`src/rtl/srx_pkg.sv`:
```
package srx_pkg;

  typedef enum logic [1:0] {
    FMT_MSB   = 2'd0,
    FMT_LSB8  = 2'd1,
    FMT_MULAW = 2'd2,
    FMT_ALAW  = 2'd3
  } srx_fmt_e;

  // Word length in bits for a length code.
  function automatic int unsigned len_of(input logic [2:0] code);
    case (code)
      3'd0:    return 8;
      3'd1:    return 12;
      3'd2:    return 16;
      3'd3:    return 20;
      3'd4:    return 24;
      default: return 32;
    endcase
  endfunction

  // Logarithmic mu-law byte to 16-bit linear sample.
  function automatic logic [15:0] mulaw_expand(input logic [7:0] code);
    logic [7:0]  inv;
    logic [15:0] mag;
    inv = ~code;
    mag = ((16'(inv[3:0]) << 3) + 16'd132) << inv[6:4];
    mag = mag - 16'd132;
    return inv[7] ? -mag : mag;
  endfunction

  // Logarithmic A-law byte to 16-bit linear sample.
  function automatic logic [15:0] alaw_expand(input logic [7:0] code);
    logic [7:0]  tog;
    logic [15:0] mag;
    tog = code ^ 8'h55;
    mag = 16'(tog[3:0]) << 4;
    if (tog[6:4] == 3'd0) mag = mag + 16'd8;
    else                  mag = (mag + 16'h0108) << (tog[6:4] - 3'd1);
    return tog[7] ? mag : -mag;
  endfunction

endpackage

```
`src/rtl/srx_shift.sv`:
```
module srx_shift #(
  parameter int DATA_W = 32,
  localparam int CNT_W = $clog2(DATA_W + 1)
) (
  input  logic              clk,
  input  logic              rst_n,
  input  logic              fs_in,
  input  logic              sd_in,
  input  logic [2:0]        len_code,
  input  logic [1:0]        delay,
  input  logic              fs_ignore,
  output logic              deliver,
  output logic              abort,
  output logic [DATA_W-1:0] raw
);

  logic              busy_q, busy_d;
  logic [1:0]        wait_q, wait_d;
  logic [CNT_W-1:0]  cnt_q, cnt_d;
  logic [DATA_W-1:0] sh_q, sh_d;
  logic [CNT_W-1:0]  len_w;
  logic [1:0]        delay_c;
  logic              done_now, start;

  assign len_w   = CNT_W'(srx_pkg::len_of(len_code));
  assign delay_c = (delay == 2'd3) ? 2'd2 : delay;

  always_comb begin
    done_now = busy_q && (wait_q == 2'd0) && (cnt_q == len_w - CNT_W'(1));
    start    = fs_in && (!busy_q || done_now || !fs_ignore);
    abort    = fs_in && busy_q && !done_now && !fs_ignore;
    deliver  = done_now;
    raw      = {sh_q[DATA_W-2:0], sd_in};

    busy_d = busy_q;
    wait_d = wait_q;
    cnt_d  = cnt_q;
    sh_d   = sh_q;
    if (start) begin
      busy_d = 1'b1;
      wait_d = delay_c;
      cnt_d  = '0;
      sh_d   = '0;
    end else if (done_now) begin
      busy_d = 1'b0;
    end
    // one wait or one sample per edge for the active word
    if (busy_d) begin
      if (wait_d != 2'd0) begin
        wait_d = wait_d - 2'd1;
      end else begin
        sh_d  = {sh_d[DATA_W-2:0], sd_in};
        cnt_d = cnt_d + CNT_W'(1);
      end
    end
  end

  always_ff @(posedge clk or negedge rst_n) begin
    if (!rst_n) begin
      busy_q <= 1'b0;
      wait_q <= 2'd0;
      cnt_q  <= '0;
      sh_q   <= '0;
    end else begin
      busy_q <= busy_d;
      wait_q <= wait_d;
      cnt_q  <= cnt_d;
      sh_q   <= sh_d;
    end
  end

  a_r3_wait_range: assert property (@(posedge clk) disable iff (!rst_n)
    wait_q <= 2'd2);

  a_r10_ignore_keeps_counting: assert property (@(posedge clk) disable iff (!rst_n)
    fs_ignore && fs_in && busy_q && !done_now && (wait_q == 2'd0)
    |=> cnt_q == $past(cnt_q) + CNT_W'(1));

endmodule

```
`src/rtl/srx_format.sv`:
```
module srx_format #(
  parameter int DATA_W = 32
) (
  input  logic [DATA_W-1:0] raw,
  input  logic [1:0]        fmt,
  input  logic [2:0]        len_code,
  output logic [DATA_W-1:0] word
);

  logic [7:0]  rev;
  logic [15:0] lin;

  always_comb begin
    for (int i = 0; i < 8; i++) rev[i] = raw[7 - i];
    lin  = '0;
    word = raw;
    if (len_code == 3'd0) begin
      case (srx_pkg::srx_fmt_e'(fmt))
        srx_pkg::FMT_LSB8: word = {{(DATA_W-8){1'b0}}, rev};
        srx_pkg::FMT_MULAW: begin
          lin  = srx_pkg::mulaw_expand(raw[7:0]);
          word = {{(DATA_W-16){lin[15]}}, lin};
        end
        srx_pkg::FMT_ALAW: begin
          lin  = srx_pkg::alaw_expand(raw[7:0]);
          word = {{(DATA_W-16){lin[15]}}, lin};
        end
        default: word = raw;
      endcase
    end
  end

endmodule

```
`src/rtl/srx_framer.sv`:
```
module srx_framer #(
  parameter int DATA_W = 32
) (
  input  logic              clk,
  input  logic              rst_n,
  input  logic              fs_in,
  input  logic              sd_in,
  input  logic [2:0]        cfg_len_code,
  input  logic [1:0]        cfg_delay,
  input  logic [1:0]        cfg_fmt,
  input  logic              cfg_fs_ignore,
  input  logic              rd_strobe,
  input  logic              err_clr,
  output logic [DATA_W-1:0] rx_word,
  output logic              rx_ready,
  output logic              sync_err
);

  logic              deliver, abort;
  logic [DATA_W-1:0] raw, fmt_word;
  logic              ready_d, err_d;

  srx_shift #(.DATA_W(DATA_W)) u_shift (
    .clk       (clk),
    .rst_n     (rst_n),
    .fs_in     (fs_in),
    .sd_in     (sd_in),
    .len_code  (cfg_len_code),
    .delay     (cfg_delay),
    .fs_ignore (cfg_fs_ignore),
    .deliver   (deliver),
    .abort     (abort),
    .raw       (raw)
  );

  srx_format #(.DATA_W(DATA_W)) u_format (
    .raw      (raw),
    .fmt      (cfg_fmt),
    .len_code (cfg_len_code),
    .word     (fmt_word)
  );

  always_comb begin
    ready_d = rx_ready;
    if (rd_strobe) ready_d = 1'b0;
    if (deliver)   ready_d = 1'b1;
    err_d = sync_err;
    if (err_clr) err_d = 1'b0;
    if (abort)   err_d = 1'b1;
  end

  always_ff @(posedge clk or negedge rst_n) begin
    if (!rst_n) begin
      rx_word  <= '0;
      rx_ready <= 1'b0;
      sync_err <= 1'b0;
    end else begin
      if (deliver) rx_word <= fmt_word;
      rx_ready <= ready_d;
      sync_err <= err_d;
    end
  end

  a_r9_abort_sets_err: assert property (@(posedge clk) disable iff (!rst_n)
    abort |=> sync_err);

  a_r11_err_sticky: assert property (@(posedge clk) disable iff (!rst_n)
    sync_err && !err_clr |=> sync_err);

  a_r12_ready_drop: assert property (@(posedge clk) disable iff (!rst_n)
    rx_ready && rd_strobe && !deliver |=> !rx_ready);

  a_r12_word_hold: assert property (@(posedge clk) disable iff (!rst_n)
    !deliver |=> $stable(rx_word));

endmodule

```
`config.mk`:
```
export PLATFORM = sky130hd
export DESIGN_NAME = srx_framer
export DESIGN_NICKNAME = d
export VERILOG_FILES = /design/src/rtl/srx_pkg.sv /design/src/rtl/srx_shift.sv /design/src/rtl/srx_format.sv /design/src/rtl/srx_framer.sv
export SDC_FILE = /design/constraint.sdc
export NUM_CORES = 1
export LEC_CHECK = 0
export ABC_AREA = 1
export BUFFER_PORTS_ARGS = -buffer_cell sky130_fd_sc_hd__buf_2
export CAP_MARGIN = 20
export CORE_MARGIN = 2
export CORE_UTILIZATION = 50
export CTS_CLUSTER_DIAMETER = 50
export CTS_CLUSTER_SIZE = 28
export DETAILED_ROUTE_END_ITERATION = 7
export GPL_ROUTABILITY_DRIVEN = 1
export GPL_TIMING_DRIVEN = 0
export PLACE_DENSITY = 0.72
export SYNTH_ARGS = -nofsm -noshare
export SYNTH_HDL_FRONTEND = slang
export SYNTH_SLANG_ARGS = --single-unit
```
`constraint.sdc`:
```
create_clock -name clk -period 2.5 [get_ports clk]
set_input_delay 0.125 -clock clk [delete_from_list [all_inputs] [get_ports clk]]
set_output_delay 0.125 -clock clk [all_outputs]
set_load 0.005 [all_outputs]
```
==> results.sh <==
export IMPL_place_port_buffers=47
export IMPL_dp_hpwl_mm=10.3
export IMPL_dr_pass1_iters=6
export IMPL_drtIter0Drc=542
export IMPL_ys_types=42
export IMPL_synthMuxAreaShare_pct=0
export IMPL_synth_top_family_by_area="simple AND/OR/NAND/NOR gates"
export IMPL_fill_cells=828
export IMPL_finalPower_mw=4.95
export IMPL_worstSetupStartpointType="register"
export IMPL_syn_mean_instance_area_um2=6.84
export IMPL_synth_edf_count=0
export IMPL_clk_pin_slew_ns=0.08
export IMPL_seqCellArea_um2=1860
export IMPL_cts_path_max_buffers=2
export IMPL_p_per_area_nw_per_um2=757
export IMPL_drc=0
export IMPL_grt_max_degree=75
export IMPL_syn_cell_area_um2=5050
export IMPL_core_um2=9770
export IMPL_worstMarginPinSlew_ns=0.919
export IMPL_die_w_um=105
export IMPL_yosysSeqAreaShare_pct=36.6
export IMPL_endpoint_kind="register"
export IMPL_ir_drop_mv=0.320
export IMPL_netlist_instances=739
export IMPL_worstPathMaxFanout=10
export IMPL_hold_path_class="in2reg"
export IMPL_hold_viol=0
export IMPL_grt_antenna_before_repair=0
export IMPL_synth_commonest_cells="nand2_1, nand3_1, dfrtp_1"
export IMPL_fin_cells=983
export IMPL_cts_tree="built"
export IMPL_viasPerCell=5.56
export IMPL_dp_slack_ns=-0.423
export IMPL_grt_pass1_vias=5011
export IMPL_track_usage_pct=27.1
export IMPL_die_height_um=105
export IMPL_met3WireLength_mm=1.06
export IMPL_synthAdderAreaFrac_pct=2.97
export IMPL_place_inst=919
export IMPL_cts_buffers=9
export IMPL_min_period_ns=2.63
export IMPL_fin_worst_skew_ns=0.00704
export IMPL_htree_num_levels=3
export IMPL_yosysTopAreaCell="dfrtp_1"
export IMPL_pwr_share_clk_pct=16.7
export IMPL_grt_pass1_wl_mm=24.2
export IMPL_m1WireLength_mm=6.91
export IMPL_arrival_ns=2.90
export IMPL_yosysMostFrequentCell="nand2_1"
export IMPL_max_slew_margin_pct=38.7
export IMPL_row_count=36
export IMPL_dieArea_um2=10900
export IMPL_start_util_pct=51.7
export IMPL_ios=48
export IMPL_outcome="finished, violations left"
export IMPL_drive_above_1_share_pct=29.4
export IMPL_finalCritPeriodShare_pct=105
export IMPL_postRouteAntennaNets=0
export IMPL_multi_input_area_um2=3210
export IMPL_cap_violations=0
export IMPL_synth_xor_area_share_pct=1.04
export IMPL_grt_setup_unrepaired="true"
export IMPL_seqPwrFrac_pct=33.0
export IMPL_cp_required_ns=2.77
export IMPL_ys_async_sr_fraction_pct=100
export IMPL_synth_flop_cell="dfrtp_1"
export IMPL_p_sw_mw=2.12
export IMPL_yosys_register_bits=74
export IMPL_dr_wl_met2_mm=7.02
export IMPL_num_nets_final=871
export IMPL_routed_wl_mm=15.3
export IMPL_ys_warn_count=0
export IMPL_clock_sinks=74
export IMPL_highest_layer="met4"
export IMPL_via_count=5463
export IMPL_synthDominantCellAreaShare_pct=36.6
export IMPL_syn_num_nets=765
export IMPL_internal_power_mw=2.83
export IMPL_p_comb_share_pct=50.3
export IMPL_sw_frac_of_total_pct=42.9
export IMPL_setup_viol=22
export IMPL_crit_type="reg2reg"
export IMPL_root_buffer="clkbuf_8"
export IMPL_area_growth_syn_to_layout_pct=29.3
export IMPL_maxSlewViolCount=0
export IMPL_synth_compound_area_share_pct=15.7
export IMPL_yosys_top_cells_area="dfrtp_1, nand2_1, nand3_1"
export IMPL_insertion_delay_ns=0.34
export IMPL_gp_congestion=0.975
export IMPL_wl_per_cell_um=15.5
export IMPL_n_antenna_cell=0
export IMPL_fmaxAchievable_mhz=381
export IMPL_gr_total_overflow=0
export IMPL_worst_slack_ns=-0.128
export IMPL_power_leakage_nw=3.30
export IMPL_synth_simple_gate_area_share_pct=34.7
export IMPL_failed_checks="negative setup slack"
[cell type report]
type | count | share of cell area, %
well taps | 133 | 2.55
clock inverters | 4 | 0.402
repair buffers | 96 | 9.96
flip-flops and latches | 74 | 28.4
plain buffers | 31 | 2.91
multi-input cells | 558 | 49.1
inverters | 75 | 4.42
clock buffers | 12 | 2.22
[power groups by stage]
stage	sequential, mW	combinational [mW]	clock (mW)
6_report	1.63	2.49	0.827
5_1_grt	1.66	2.71	0.895
4_1_cts	1.63	2.17	0.847
3_5_place_dp	1.64	1.89	0
3_3_place_gp	1.63	1.84	0
2_1_floorplan	1.62	1.30	0
[cells in the final DEF, fill, tap and decap left out, types with 4 or more instances in the layout]
| cell type | n |
|---|---|
| o21ai_0 | 32 |
| o211ai_1 | 8 |
| ha_4 | 6 |
| inv_2 | 8 |
| nand2_1 | 185 |
| a21oi_4 | 4 |
| clkbuf_8 | 10 |
| buf_2 | 51 |
| nand2_2 | 38 |
| o21ai_1 | 11 |
| dfrtp_1 | 71 |
| buf_6 | 8 |
| nor2_1 | 68 |
| a21oi_2 | 16 |
| dlygate4sd3_1 | 4 |
| clkbuf_1 | 17 |
| nand3b_1 | 5 |
| buf_4 | 42 |
| nand3_2 | 20 |
| nand2_4 | 10 |
| a21oi_1 | 41 |
| xor2_1 | 5 |
| inv_1 | 62 |
| ha_1 | 4 |
| nand4_1 | 5 |
| nand3_1 | 63 |
[state kept, by name (all words and copies together) (netlist names)]
register / cells
rx_word: 32
u_shift.wait_q: 2
u_shift.sh_q: 31
sync_err: 1
u_shift.busy_q: 1
u_shift.cnt_q: 6
rx_ready: 1
[worst max-delay path, stage by stage, from the launching register on]
cell and delay (ns):
dfrtp_2 0.45, inv_2 0.11, buf_6 0.12, buf_6 0.14, nand2_1 0.10, nand2_1 0.11
nand3_1 0.10, nand2_2 0.13, nor2_1 0.09, nor2_4 0.13, nand2_2 0.06, nand2_1 0.05
nand2_1 0.12, nand2_1 0.12, nand2_2 0.07, nand3_2 0.08, nand3_2 0.07, nand2_2 0.08
nand2_4 0.09, buf_6 0.18, a21oi_2 0.13
[final timing paths]
kind | from | end | slack (ns) | cells past startpoint
setup / recovery | u_shift.sh_q[3] | rx_word[20] | -0.13 | 20
setup reg to reg | u_shift.sh_q[3] | rx_word[20] | -0.13 | 20
max in group asynchronous | rst_n | u_shift.sh_q[3] | 1.38 | 2
hold / removal | fs_in | u_shift.busy_q | 0.08 | 3
min in group asynchronous | rst_n | rx_word[6] | 0.46 | 2
hold reg to reg | rx_word[12] | rx_word[12] | 0.47 | 2
[what timing repair did]
item / in CTS / in global routing
gates cloned: 1 / 0
endpoints found under the hold margin: 76 / 0
hold buffers: 4 / 0
buffers inserted: 32 / 13
endpoints found under the setup margin: 27 / 62
pin swaps: 24 / 30
resized for setup: 68 / 67
[routing by layer]
layer | track usage, % | vias to the layer above
met5 | 0 | -
met4 | 7.82 | 0
met3 | 4.12 | 35
met2 | 41.8 | 249
met1 | 39.5 | 2552
li1 | - | 2627
[cell families after synthesis]
family                   count (synthesis)
AO/OA/AOI/OAI                          132
XOR/XNOR                                 6
adder cells (fa/ha/maj)                 12
buffers and inverters                  107
flip-flops                              74
AND/OR/NAND/NOR                        408
[per-stage QoR]
| stage | hold WS (ns) | instance area (um2) | utilization (%) | setup TNS [ns] |
|---|---|---|---|---|
| final | 0.0817 | 6530 | 66.8 | -2.12 |
| after global routing | 0.0997 | 6530 | 66.8 | -6.02 |
| after CTS | 0.0418 | 6180 | 63.3 | -0.857 |
| after detailed placement | 0.312 | 5470 | 56.0 | -8.08 |
| after global placement | 0.317 | 5470 | 55.9 | -6.89 |
| after floorplan | -0.171 | 5060 | - | 0 |
(Power assumes the default switching activity.)
